$ cat src/rtl/ll_tx_walker.sv
module ll_tx_walker #(
  parameter logic [31:0] RAM_BASE  = 32'h3FC8_0000,
  parameter int          RAM_BYTES = 32'h0006_0000,
  parameter int          CNT_W     = 16
) (
  input  logic             clk,
  input  logic             rst_n,
  input  logic             start,
  input  logic [19:0]      link_addr,
  input  logic [CNT_W-1:0] byte_count,
  input  logic             chk_owner,
  input  logic             auto_wb,
  input  logic [3:0]       status_clr,
  output logic [3:0]       status,
  output logic             busy,
  output logic [31:0]      cur_dscr,
  output logic             mem_req,
  output logic             mem_we,
  output logic [31:0]      mem_addr,
  output logic [31:0]      mem_wdata,
  input  logic             mem_ack,
  input  logic [31:0]      mem_rdata,
  output logic             tx_valid,
  output logic [7:0]       tx_data,
  input  logic             tx_ready
);

  localparam logic [31:0] DSC_LAST = RAM_BASE + 32'(RAM_BYTES) - 32'd12;

  typedef enum logic [2:0] {IDLE, DSC, CHK, XFER, WRD, BYTE, WB, NEND} st_t;

  st_t              state;
  logic [31:0]      dsc, ctl, bufp, nxt, word;
  logic [1:0]       widx;
  logic [CNT_W-1:0] rem;
  logic [11:0]      nrem;
  logic             dsc_ok, go, set_done, set_eof, set_err;

  assign dsc_ok = (dsc[1:0] == 2'b00) && (dsc >= RAM_BASE) && (dsc <= DSC_LAST);
  assign go     = start && (state == IDLE);

  assign busy      = (state != IDLE);
  assign cur_dscr  = dsc;
  assign mem_req   = (state == DSC && dsc_ok) || state == WRD || state == WB;
  assign mem_we    = (state == WB);
  assign mem_addr  = (state == DSC) ? dsc + 32'({widx, 2'b00}) :
                     (state == WRD) ? {bufp[31:2], 2'b00} : dsc;
  assign mem_wdata = {1'b0, ctl[30:0]};
  assign tx_valid  = (state == BYTE);
  assign tx_data   = word[{bufp[1:0], 3'b000} +: 8];

  assign set_done = (state == XFER && rem == '0 && nrem != '0) ||
                    (state == NEND && rem == '0);
  assign set_eof  = (state == NEND) && ctl[30];
  assign set_err  = (state == DSC && !dsc_ok) ||
                    (state == CHK && chk_owner && !ctl[31]);

  always_ff @(posedge clk) begin
    if (!rst_n) begin
      state  <= IDLE;
      status <= '0;
      dsc    <= '0;
      ctl    <= '0;
      bufp   <= '0;
      nxt    <= '0;
      word   <= '0;
      widx   <= '0;
      rem    <= '0;
      nrem   <= '0;
    end else begin
      status <= (status & ~status_clr & ~{2'b00, go, go}) |
                {set_err, set_eof, set_eof, set_done};
      case (state)
        IDLE: if (start) begin
          dsc   <= {RAM_BASE[31:20], link_addr};
          rem   <= byte_count;
          widx  <= '0;
          state <= DSC;
        end
        DSC: begin
          if (!dsc_ok) state <= IDLE;
          else if (mem_ack) begin
            case (widx)
              2'd0: begin ctl <= mem_rdata; nrem <= mem_rdata[23:12]; end
              2'd1: bufp <= mem_rdata;
              default: nxt <= mem_rdata;
            endcase
            widx <= widx + 2'd1;
            if (widx == 2'd2) state <= CHK;
          end
        end
        CHK: state <= (chk_owner && !ctl[31]) ? IDLE : XFER;
        XFER: begin
          if (nrem == '0)     state <= auto_wb ? WB : NEND;
          else if (rem == '0) state <= IDLE;
          else                state <= WRD;
        end
        WRD: if (mem_ack) begin
          word  <= mem_rdata;
          state <= BYTE;
        end
        BYTE: if (tx_ready) begin
          bufp <= bufp + 32'd1;
          nrem <= nrem - 12'd1;
          rem  <= rem - CNT_W'(1);
          if (bufp[1:0] == 2'b11 || nrem == 12'd1 || rem == CNT_W'(1)) state <= XFER;
        end
        WB: if (mem_ack) state <= NEND;
        NEND: begin
          if (rem == '0) state <= IDLE;
          else begin
            dsc   <= nxt;
            widx  <= '0;
            state <= DSC;
          end
        end
        default: state <= IDLE;
      endcase
    end
  end


  idle_quiet_chk: assert property (@(posedge clk) disable iff (!rst_n)
    !busy |-> (!mem_req && !tx_valid));


  req_hold_chk: assert property (@(posedge clk) disable iff (!rst_n)
    (mem_req && !mem_ack) |=> (mem_req && $stable(mem_addr) && $stable(mem_we)));


  tx_hold_chk: assert property (@(posedge clk) disable iff (!rst_n)
    (tx_valid && !tx_ready) |=> (tx_valid && $stable(tx_data)));


  end_flag_chk: assert property (@(posedge clk) disable iff (!rst_n)
    $fell(busy) |-> (status[0] || status[3]));


  one_port_chk: assert property (@(posedge clk) disable iff (!rst_n)
    tx_valid |-> !mem_req);

endmodule

$ cat config.mk
export PLATFORM = sky130hd
export DESIGN_NAME = ll_tx_walker
export DESIGN_NICKNAME = d
export VERILOG_FILES = /design/src/rtl/ll_tx_walker.sv
export SDC_FILE = /design/constraint.sdc
export NUM_CORES = 1
export LEC_CHECK = 0
export BUFFER_PORTS_ARGS = -buffer_cell sky130_fd_sc_hd__clkbuf_2
export CAP_MARGIN = 40
export CORE_MARGIN = 1.5
export CORE_UTILIZATION = 51
export CTS_CLUSTER_DIAMETER = 30
export DETAILED_ROUTE_END_ITERATION = 16
export GPL_TIMING_DRIVEN = 0
export PLACE_DENSITY = 0.79
export SETUP_SLACK_MARGIN = 0.1
export SYNTH_ARGS = -nofsm -noshare
export SYNTH_HDL_FRONTEND = slang
export SYNTH_SLANG_ARGS = --single-unit
export TNS_END_PERCENT = 10
$ cat constraint.sdc
create_clock -name clk -period 3.1 [get_ports clk]
set_clock_uncertainty 0.05 [all_clocks]
set_input_delay 0.31 -clock clk [delete_from_list [all_inputs] [get_ports clk]]
set_output_delay 0.31 -clock clk [all_outputs]
set_load 0.02 [all_outputs]
==> results.txt, run 1 <==
----------------------------------------------------
[Global route]
  Initial antenna violation count ... 0
  Overflow after GRT ... 0
  Total global routing track utilization ... about two fifths
  Global-route wire length before repair ... about 65000 um
  Number of global-route vias before repair ... 11600
  Largest net degree at the start of global routing ... 22

[Logic synthesis]
  Largest area contributor in the synthesized netlist ... sky130_fd_sc_hd__dfxtp_1
  Simple-gate share of the synthesized area ... a little over a quarter
  Net count of the mapped netlist ... roughly 1500
  Number of distinct library cells after synthesis ... 66
  Post-synthesis cell area ... ~0.011 mm^2
  Most frequently used cell type in the post-synthesis netlist ... sky130_fd_sc_hd__nand2_1
  Portion of the post-synthesis area used by sequential elements ... a little under two fifths
  Xor and xnor area share after synthesis ... less than 1%
  Main combinational cell family by area after synthesis ... simple AND/OR/NAND/NOR gates
  Number of enable flip-flop cells after synthesis ... 0
  Fraction of the mapped netlist area in compound gates ... roughly 23%
  Share of cell area taken by muxes after synthesis ... around 4.1%
  Count of synthesis-stage warnings from yosys ... 0
  Synthesized netlist cell count ... 1438
  Area share of fa/ha/maj cells after synthesis ... under 10%
  List of most frequent post-synthesis cells ... sky130_fd_sc_hd__nand2_1, sky130_fd_sc_hd__dfxtp_1, sky130_fd_sc_hd__a21oi_1
  Leading register cell type out of synthesis ... sky130_fd_sc_hd__dfxtp_1
  Async set-reset flop share out of synthesis ... 0%
  Post-synth top area share ... 37.1%
  Synth Register Bits ... a little under 200
  Area contributors post-synth ... sky130_fd_sc_hd__dfxtp_1, sky130_fd_sc_hd__nand2_1, sky130_fd_sc_hd__a21oi_1
  Post-synthesis area per instance ... roughly 7.4 um^2

[Critical path]
  Delay of the slowest cell on the worst path ... 0.38 ns
  Setup crit end kind ... output port
  Slowest cell on crit path ... sky130_fd_sc_hd__dfxtp_4
  Maximum fanout count along the critical path ... 3
  Crit path DAT ... roughly 2.8 ns
  Startpoint Class ... flip-flop
  Worst EP required ... ~2.7 ns
  Worst Path Buf+Inv ... 4
  Cell-by-cell listing of the critical path ... ha_4 -> inv_2 -> fa_2 -> buf_8 -> nor4_4 -> buf_2 -> nand2_4 -> nor4_4 -> nand3_1 -> mux2i_1 -> a21o_1 -> clkbuf_8
  Most frequent cell on the critical path ... sky130_fd_sc_hd__nor4_4
  Dominant delay contributor by cell family on the critical path ... simple AND/OR/NAND/NOR gates
  Critical path class ... reg -> out

[Place]
  HPWL after DPL ... slightly above 30000 um
  Port Buffers ... between 150 and 200
  Final weighted congestion in routability-driven placement ... approximately 0.97
  Placed Area ... approximately 0.012 mm^2
  Post-placement cell count ... 1900

[Clock tree]
  Count of hold buffers inserted by post-cts repair ... 0
  CTS H-tree lvls ... 4
  Clock tree from TritonCTS ... yes
  # clock sinks ... 197
  Skew-Pair Late Insertion Delay ... 0.45 ns
  Buffer levels on the longest clock path ... 2
  Total CTS buffers ... 17
  Clock tree root driver cell ... sky130_fd_sc_hd__clkbuf_16
  Clock slew at reported path FFs ... ~0.080 ns

[Pwr]
  Power per standard cell area ... 456 mW/mm^2
  VDD IR max ... about 410 uV
  Leakage Power ... around 5.2 nW

[Floorplanning]
  Die footprint ... 0.0217 mm^2
  IO Count ... about 190
  Chip Height ... 147 um
  Total number of placement rows ... 52
  Initial Utilization ... between 50 and 60%
  Die outline width ... between 100 and 150 um
  Core ar. ... about 0.02 mm^2

[Detailed routing]
  Antenna viol nets, final ... 0
  Number of optimization iterations in the first detailed-route pass ... 7
  DR vias ... around 12000
  Number of DRC markers after the initial detailed-route iteration ... 1641
  Post-detailed-route via-to-cell ratio ... between 6 and 7
  DR WL/cell ... 22.0 um
  DRC violations left ... 0
  Wirelength, routed ... 42900 um

[Timing]
  Final critical path time including I/O delays and setup ... between 3 and 4 ns
  Number of setup violations in the final report ... 1
  Max frequency ... 0.322 GHz
  Slew at the pin closest to its max-slew limit ... approximately 1 ns
  RSZ-0062 raised after global routing ... true
  Worst relative slew slack ... between 30% and 40%
  Final clock period utilization by the worst path ... 100%
  Number of hold violations in the final report ... 0
  Final slew viol count ... 0
  Setup ws final ... -0.00628 ns

[Cells and area]
  Share of layout cells above drive strength 1 ... between 20% and 30%
  Net count, final ... 1757
  Layout-stage area growth over the synthesis result ... 22.3%
  Final core area utilization ... around 64%
  Layout Cell Area excl Fill ... roughly 0.013 mm^2
  Non-filler instance count after layout ... around 2000
  N_diodes ... 0

[Run status]
  Result of the run ... finished, violations left
  Failing checks ... negative setup slack

[Worst hold path]
  Path type of the worst min-delay path ... in -> reg

[Job]
  Max Cap Viol ... 0

----------------------------------------------------
==> per-layer routing <==
metal	vias to the layer above	track usage [%]	part of all wire, %
met5	-	0	0
li1	5535	-	-
met1	5727	50.1	36
met2	931	57.5	42
met4	0	26.3	7.2
met3	224	9.91	14
==> sequential cells by signal, indices dropped and copies added (netlist names) <==
signal    flops
state         3
bufp         32
nrem         12
cur_dscr     32
word         32
status        4
ctl          32
nxt          32
rem          16
widx          2
==> layout by cell type (no fill, tap or decap), types with 9 or more instances in the layout <==
master,n
sky130_fd_sc_hd__a211oi_1,25
sky130_fd_sc_hd__a21oi_1,184
sky130_fd_sc_hd__a31oi_1,15
sky130_fd_sc_hd__and3_1,11
sky130_fd_sc_hd__buf_2,13
sky130_fd_sc_hd__buf_4,60
sky130_fd_sc_hd__buf_6,12
sky130_fd_sc_hd__clkbuf_1,61
sky130_fd_sc_hd__clkbuf_16,17
sky130_fd_sc_hd__clkbuf_2,188
sky130_fd_sc_hd__dfxtp_1,186
sky130_fd_sc_hd__dfxtp_2,9
sky130_fd_sc_hd__ha_1,9
sky130_fd_sc_hd__inv_1,20
sky130_fd_sc_hd__mux2i_1,24
sky130_fd_sc_hd__nand2_1,331
sky130_fd_sc_hd__nand2b_1,9
sky130_fd_sc_hd__nand3_1,44
sky130_fd_sc_hd__nand4_1,23
sky130_fd_sc_hd__nor2_1,103
sky130_fd_sc_hd__nor2b_1,9
sky130_fd_sc_hd__nor3_1,35
sky130_fd_sc_hd__nor4_1,16
sky130_fd_sc_hd__o211ai_1,11
sky130_fd_sc_hd__o21ai_0,64
sky130_fd_sc_hd__o31ai_1,13
==> worst min-delay path, delay by kind of cell <==
kind / cells / cell delay (ns)
simple gates: 1 / 0.09
buf+inv: 1 / 0.07
compound gates: 1 / 0.07
==> final timing paths <==
| check | start | end | slack (ns) | depth (start not counted) |
|---|---|---|---|---|
| max | cur_dscr[2]$_SDFFE_PN0P_ | mem_addr[26] | -0.006 | 12 |
| min | status_clr[1] | status[1]$_SDFF_PN0_ | 0.08 | 3 |
| max reg2reg | cur_dscr[20]$_SDFFE_PN0P_ | ctl[7]$_SDFFE_PN0P_ | 0.14 | 11 |
| min reg2reg | nxt[26]$_SDFFE_PN0P_ | nxt[26]$_SDFFE_PN0P_ | 0.41 | 2 |
==> timing repair <==
item,CTS,global route
gates resized for setup,54,77
buffers inserted,10,8
pin swaps,11,12
endpoints found under the setup margin,97,151
==> final cells by class <==
class | count | area [um^2]
fillers | 1849 | 7310
multi-input cells | 1079 | 6060
flip-flops and latches | 197 | 3960
repair buffers | 210 | 1120
plain buffers | 140 | 816
clock buffers | 17 | 425
well taps | 270 | 338
clock inverters | 15 | 188
inverters | 22 | 82.6
==> where the power goes <==
group	leakage, nW	internal [W]	switching (W)
Combinational	3.31	0.000293	0.000626
Sequential	1.60	0.00260	0.000107
Clock	0.292	0.00110	0.00121
Total	5.21	0.00399	0.00194
==> stage by stage <==
| stage | setup TNS (ns) | hold slack, ns | setup WS, ns | total power (W) |
|---|---|---|---|---|
| after floorplan | -0.176 | 0.377 | -0.0606 | 0.00322 |
| after CTS | 0 | 0.0777 | 0.00480 | 0.00585 |
| final | -0.00628 | 0.0766 | -0.00628 | 0.00592 |
| after detailed placement | -3.94 | 0.394 | -0.446 | 0.00359 |
| after global placement | -3.44 | 0.388 | -0.573 | 0.00358 |
| after global routing | -0.136 | 0.102 | -0.0938 | 0.00608 |
==> cells by family (layout without fill, tap and decap cells) <==
logic type	after synthesis	count (layout)
adder cells (fa/ha/maj)	11	11
other	1	1
multiplexers	33	33
flip-flops	197	197
AND/OR/NAND/NOR	634	634
XOR/XNOR	1	1
AO/OA/AOI/OAI	399	399
buffers and inverters	162	404
Power figures use the tool's default switching activity.
==> run 2, diff against run 1 <==
--- a/config.mk
+++ b/config.mk
@@ -12,6 +12,7 @@
 export CTS_CLUSTER_DIAMETER = 30
 export DETAILED_ROUTE_END_ITERATION = 16
 export GPL_TIMING_DRIVEN = 0
+export HOLD_SLACK_MARGIN = 0.08
 export PLACE_DENSITY = 0.79
 export SETUP_SLACK_MARGIN = 0.1
 export SYNTH_ARGS = -nofsm -noshare
==> results.txt, run 2 (same netlist as run 1, synthesis figures left out) <==
----------------------------------------------------
[Run status]
  Result of the run ... finished, violations left
  Failing checks ... negative setup slack

[Clock tree]
  Total CTS buffers ... 17 (unchanged)
  Buffer levels on the longest clock path ... 2 (unchanged)
  Clock tree root driver cell ... sky130_fd_sc_hd__clkbuf_16
  # clock sinks ... 197 (unchanged)
  CTS H-tree lvls ... 4 (unchanged)
  Skew-Pair Late Insertion Delay ... 0.45 ns (about the same)
  Clock tree from TritonCTS ... yes
  Clock slew at reported path FFs ... 0.08 ns (about the same)

[Cells and area]
  N_diodes ... 0 (unchanged)
  Filler cell count in the final layout ... 1847 (-0.11%)
  Final core area utilization ... 64.1% (about the same)
  Commonest cells after routing, fill and taps aside ... sky130_fd_sc_hd__nand2_1, sky130_fd_sc_hd__clkbuf_2, sky130_fd_sc_hd__dfxtp_1
  Share of layout cells above drive strength 1 ... 22.5% (about the same)
  Layout-stage area growth over the synthesis result ... 22.4% (about the same)
  Net count, final ... 1758 (+0.057%)
  Most frequent standard cell in the layout excluding fill and tap cells ... sky130_fd_sc_hd__nand2_1

[Critical path]
  Dominant delay contributor by cell family on the critical path ... simple AND/OR/NAND/NOR gates
  Slowest cell on crit path ... sky130_fd_sc_hd__dfxtp_4
  Most frequent cell on the critical path ... sky130_fd_sc_hd__nor4_4
  Crit path DAT ... 2.76 ns (about the same)
  Delay of the slowest cell on the worst path ... 0.38 ns (about the same)
  Cell-by-cell listing of the critical path ... ha_4 -> inv_2 -> fa_2 -> buf_8 -> nor4_4 -> buf_2 -> nand2_4 -> nor4_4 -> nand3_1 -> mux2i_1 -> a21o_1 -> clkbuf_8
  Critical path class ... reg -> out
  Worst EP required ... 2.74 ns (about the same)
  Startpoint Class ... flip-flop
  Worst Path Buf+Inv ... 4 (unchanged)
  Maximum fanout count along the critical path ... 3 (unchanged)
  Setup crit end kind ... output port

[Detailed routing]
  Post-detailed-route via-to-cell ratio ... 6.38 (+0.17%)
  Uppermost layer routed ... met4
  Antenna viol nets, final ... 0 (unchanged)
  Met3 routed WL ... 5840 um (-4.1%)
  DR vias ... 12400 (+0.23%)
  Number of optimization iterations in the first detailed-route pass ... 8 (+1)
  Wirelength, routed ... 42900 um (about the same)
  Met1 layer wirelength in the final routing ... 15900 um (+1.9%)
  Number of DRC markers after the initial detailed-route iteration ... 1824 (+11%)
  Wire length on met2 ... 18000 um (-0.61%)
  DRC violations left ... 0 (unchanged)
  DR WL/cell ... 22.0 um (about the same)

[Pwr]
  VDD IR max ... 402 uV (-1.3%)
  Leakage Power ... 5.21 nW (about the same)
  Total power after layout ... 0.00593 W (about the same)
  Power per standard cell area ... 456 mW/mm^2 (about the same)

[Timing]
  TNS Setup ... -0.0217 ns (-0.0154 ns)
  Final clock period utilization by the worst path ... 101% (+0.50 points)
  Final slew viol count ... 0 (unchanged)
  Number of setup violations in the final report ... 1 (unchanged)
  Worst relative slew slack ... 38.2% (+5.7 points)
  Setup ws final ... -0.0217 ns (-0.0154 ns)
  RSZ-0062 raised after global routing ... true
  Max frequency ... 0.320 GHz (-0.49%)
  Final critical path time including I/O delays and setup ... 3.12 ns (+0.0154 ns)
  Slew at the pin closest to its max-slew limit ... 0.927 ns (-0.0862 ns)
  Number of hold violations in the final report ... 0 (unchanged)

[Global route]
  Total global routing track utilization ... 38.9% (about the same)
  Global-route wire length before repair ... 64800 um (about the same)
  Initial antenna violation count ... 0 (unchanged)
  Largest net degree at the start of global routing ... 22 (unchanged)
  Overflow after GRT ... 0 (unchanged)
  Number of global-route vias before repair ... 11600 (+0.095%)

[Place]
  Final weighted congestion in routability-driven placement ... 0.966 (unchanged)
  HPWL after DPL ... 30800 um (unchanged)
  Port Buffers ... 188 (unchanged)
  Worst slack at placement ... -0.446 ns (unchanged)

[Floorplanning]
  Initial Utilization ... 52.3% (unchanged)
  Total number of placement rows ... 52 (unchanged)
  Die footprint ... 0.0217 mm^2 (unchanged)
  IO Count ... 191 (unchanged)
  Die outline width ... 147 um (unchanged)
  Chip Height ... 147 um (unchanged)
  Core ar. ... 0.0203 mm^2 (unchanged)

[Worst hold path]
  Path type of the worst min-delay path ... in -> reg

[Job]
  Max Cap Viol ... 0 (unchanged)

----------------------------------------------------
==> run 2: layer usage <==
layer  track usage, %  vias up
li1                 -     5532
met1             50.1     5725
met2             57.5      962
met3             9.88      226
met4             26.4        0
met5                0        -
==> run 2: final cells by class <==
class                   count  area (um^2)  share of cell area [%]
clock inverters            15          188                    1.44
multi-input cells        1079         6060                    46.6
repair buffers            211         1130                    8.72
plain buffers             140          816                    6.27
flip-flops and latches    197         3960                    30.5
inverters                  22         82.6                   0.635
well taps                 270          338                    2.60
clock buffers              17          425                    3.27
==> run 2: path summary, 6_finish.rpt <==
| check | start | end | slack, ns | cells after the start |
|---|---|---|---|---|
| hold / removal | status_clr[2] | status[2]$_SDFF_PN0_ | 0.08 | 3 |
| hold reg to reg | nxt[14]$_SDFFE_PN0P_ | nxt[14]$_SDFFE_PN0P_ | 0.41 | 2 |
| setup reg to reg | cur_dscr[20]$_SDFFE_PN0P_ | nxt[4]$_SDFFE_PN0P_ | 0.12 | 11 |
| setup / recovery | cur_dscr[2]$_SDFFE_PN0P_ | mem_addr[26] | -0.02 | 12 |
==> run 2: stage by stage <==
step	hold WS, ns	std cells	area [um^2]
final	0.0793	1951	13000
after global routing	0.102	1951	13000
after CTS	0.0819	1943	12800
after detailed placement	0.394	1900	11900
after global placement	0.388	1896	11900
after floorplan	0.377	1438	10600
==> run 2: report_power, final <==
part / internal, W / total (W) / switching, W
clock network: 0.00110 / 0.00230 / 0.00121
logic: 0.000293 / 0.000920 / 0.000627
registers: 0.00260 / 0.00270 / 0.000106
total: 0.00399 / 0.00593 / 0.00194
==> run 2: what timing repair did <==
| item | in CTS | in global routing |
|---|---|---|
| pin swaps | 11 | 12 |
| setup buffers | 10 | 8 |
| endpoints found under the setup margin | 97 | 151 |
| gates resized for setup | 54 | 77 |
| endpoints found under the hold margin | 1 | 0 |
| hold buffers | 1 | 0 |
==> run 2: tightest hold or removal path, stage by stage <==
cell	delay, ns
sky130_fd_sc_hd__clkbuf_2	0.07
sky130_fd_sc_hd__nand2b_1	0.10
sky130_fd_sc_hd__a21oi_1	0.06
==> run 3, diff against run 2 <==
--- a/config.mk
+++ b/config.mk
@@ -12,9 +12,10 @@
 export CTS_CLUSTER_DIAMETER = 30
 export DETAILED_ROUTE_END_ITERATION = 16
 export GPL_TIMING_DRIVEN = 0
-export HOLD_SLACK_MARGIN = 0.08
+export HOLD_SLACK_MARGIN = 0.1
 export PLACE_DENSITY = 0.79
 export SETUP_SLACK_MARGIN = 0.1
+export SKIP_CTS_REPAIR_TIMING = 1
 export SYNTH_ARGS = -nofsm -noshare
 export SYNTH_HDL_FRONTEND = slang
 export SYNTH_SLANG_ARGS = --single-unit
==> results.txt, run 3 (same netlist as run 1, synthesis figures left out) <==
----------------------------------------------------
[Run status]
  Result of the run ... finished, violations left
  Failing checks ... negative setup slack

[Timing]
  Setup ws final ... -0.0992 ns (-0.0776 ns)
  Number of setup violations in the final report ... 22 (+21)
  TNS Setup ... -0.609 ns (-0.587 ns)
  Number of hold violations in the final report ... 0 (unchanged)
  Worst relative slew slack ... 34.1% (-4.1 points)
  Final critical path time including I/O delays and setup ... 3.20 ns (+0.0776 ns)
  Slew at the pin closest to its max-slew limit ... 0.989 ns (+0.0621 ns)
  RSZ-0062 raised after global routing ... true
  Final clock period utilization by the worst path ... 103% (+2.5 points)
  Final slew viol count ... 0 (unchanged)
  Max frequency ... 0.313 GHz (-2.4%)

[Global route]
  Overflow after GRT ... 0 (unchanged)
  Initial antenna violation count ... 0 (unchanged)
  Global-route wire length before repair ... 64000 um (-1.2%)
  Total global routing track utilization ... 38.4% (-0.51 points)
  Largest net degree at the start of global routing ... 22 (unchanged)
  Number of global-route vias before repair ... 11400 (-1.5%)

[Floorplanning]
  Total number of placement rows ... 52 (unchanged)
  Chip Height ... 147 um (unchanged)
  Initial Utilization ... 52.3% (unchanged)
  Core ar. ... 0.0203 mm^2 (unchanged)
  Die outline width ... 147 um (unchanged)
  Die footprint ... 0.0217 mm^2 (unchanged)
  IO Count ... 191 (unchanged)

[Critical path]
  Path depth of the worst reg2reg path ... 10 (-1)
  Setup crit end kind ... output port
  Maximum fanout count along the critical path ... 10 (+7)
  Delay of the slowest cell on the worst path ... 0.56 ns (+0.18 ns)
  Worst EP required ... 2.74 ns (about the same)
  Critical path class ... reg -> out
  Cell-by-cell listing of the critical path ... clkbuf_1 -> or4b_1 -> nor4_2 -> a31oi_1 -> o21a_1 -> a22o_1 -> clkbuf_2
  Reg2Reg Capture Point ... nxt[18]$_SDFFE_PN0P_
  Reg-to-reg setup timing slack ... -0.07 ns (-0.19 ns)
  Crit path DAT ... 2.84 ns (+0.08 ns)
  Critical R2R Launch ... cur_dscr[21]$_SDFFE_PN0P_
  Startpoint Class ... flip-flop
  Slowest cell on crit path ... sky130_fd_sc_hd__or4b_1

[Cells and area]
  N_diodes ... 0 (unchanged)
  Layout Cell Area excl Fill ... 0.0129 mm^2 (-1.1%)
  Net count, final ... 1754 (-0.23%)
  Layout-stage area growth over the synthesis result ... 21.0%
  Final core area utilization ... 63.3% (-0.72 points)
  Most frequent standard cell in the layout excluding fill and tap cells ... sky130_fd_sc_hd__nand2_1
  Commonest cells after routing, fill and taps aside ... sky130_fd_sc_hd__nand2_1, sky130_fd_sc_hd__clkbuf_2, sky130_fd_sc_hd__dfxtp_1
  Share of layout cells above drive strength 1 ... 22.1% (-0.42 points)

[Detailed routing]
  Antenna viol nets, final ... 0 (unchanged)
  Number of optimization iterations in the first detailed-route pass ... 6 (-2)
  Post-detailed-route via-to-cell ratio ... 6.32 (-0.94%)
  DR vias ... 12300 (-1.1%)
  DR WL/cell ... 21.8 um (-1.1%)
  DRC violations left ... 0 (unchanged)
  Wirelength, routed ... 42400 um (-1.3%)
  Number of DRC markers after the initial detailed-route iteration ... 1596 (-13%)

[Job]
  Max Cap Viol ... 0 (unchanged)

[Pwr]
  Power per standard cell area ... 460 mW/mm^2 (+0.82%)
  VDD IR max ... 392 uV (-2.5%)
  Leakage Power ... 5.13 nW (-1.6%)

[Clock tree]
  # clock sinks ... 197 (unchanged)
  Buffer levels on the longest clock path ... 2 (unchanged)
  Clock slew at reported path FFs ... 0.08 ns (about the same)
  Skew-Pair Late Insertion Delay ... 0.45 ns (about the same)
  Total CTS buffers ... 17 (unchanged)
  CTS H-tree lvls ... 4 (unchanged)
  Clock tree from TritonCTS ... yes
  Clock tree root driver cell ... sky130_fd_sc_hd__clkbuf_16

[Worst hold path]
  Start point of the worst min-delay path ... status_clr[1]
  Worst Hold Path EP ... status[1]$_SDFF_PN0_
  Worst hold path cell count ... 3 (unchanged)
  Path type of the worst min-delay path ... in -> reg

[Place]
  Port Buffers ... 188 (unchanged)
  Final weighted congestion in routability-driven placement ... 0.966 (unchanged)
  HPWL after DPL ... 30800 um (unchanged)
  Placed Area ... 0.0119 mm^2 (unchanged)

----------------------------------------------------
==> run 3: worst max-delay path: cells and delay by family (launching register included) <==
kind                   cells  cell delay [ns]
AND/OR/NAND/NOR            2             0.82
AO/OA/AOI/OAI              3             0.83
flip-flops                 1             0.33
buffers and inverters      2             0.43
==> run 3: power breakdown <==
| group | internal, W | switching, W |
|---|---|---|
| Sequential | 0.00260 | 0.000106 |
| Combinational | 0.000288 | 0.000617 |
| Clock | 0.00110 | 0.00120 |
| Total | 0.00398 | 0.00193 |
==> run 3: per-layer routing <==
metal / GRT usage, % / wire, um / up-vias
li1: - / - / 5528
met1: 49.6 / 15500 / 5627
met2: 57.3 / 18000 / 927
met3: 9.10 / 5980 / 221
met4: 25.5 / 2890 / 0
met5: 0 / 0 / -
==> run 3: layout make-up <==
cell class | count | area (um^2)
fillers | 1862 | 7440
plain buffers | 139 | 759
clock buffers | 17 | 425
flip-flops and latches | 197 | 3960
well taps | 270 | 338
inverters | 22 | 82.6
clock inverters | 15 | 188
repair buffers | 208 | 1110
multi-input cells | 1079 | 5990
==> run 3: how the worst max path moves through the flow <==
stage | end | from
detailed placement | mem_addr[26] | cur_dscr[2]$_SDFFE_PN0P_
finish | mem_req | cur_dscr[21]$_SDFFE_PN0P_
global route | bufp[23]$_SDFFE_PN0P_ | cur_dscr[21]$_SDFFE_PN0P_
CTS | mem_addr[26] | cur_dscr[2]$_SDFFE_PN0P_
floorplan | mem_addr[28] | cur_dscr[2]$_SDFFE_PN0P_
global placement | mem_addr[26] | cur_dscr[2]$_SDFFE_PN0P_
==> run 3: stage by stage <==
stage	hold slack, ns	setup slack (ns)	instances	power [W]
5_1_grt	0.102	-0.123	1947	0.00606
4_1_cts	0.0777	-0.951	1932	0.00583
3_3_place_gp	0.388	-0.573	1896	0.00358
3_5_place_dp	0.394	-0.446	1900	0.00359
6_report	0.0779	-0.0992	1947	0.00591
2_1_floorplan	0.377	-0.0606	1438	0.00322
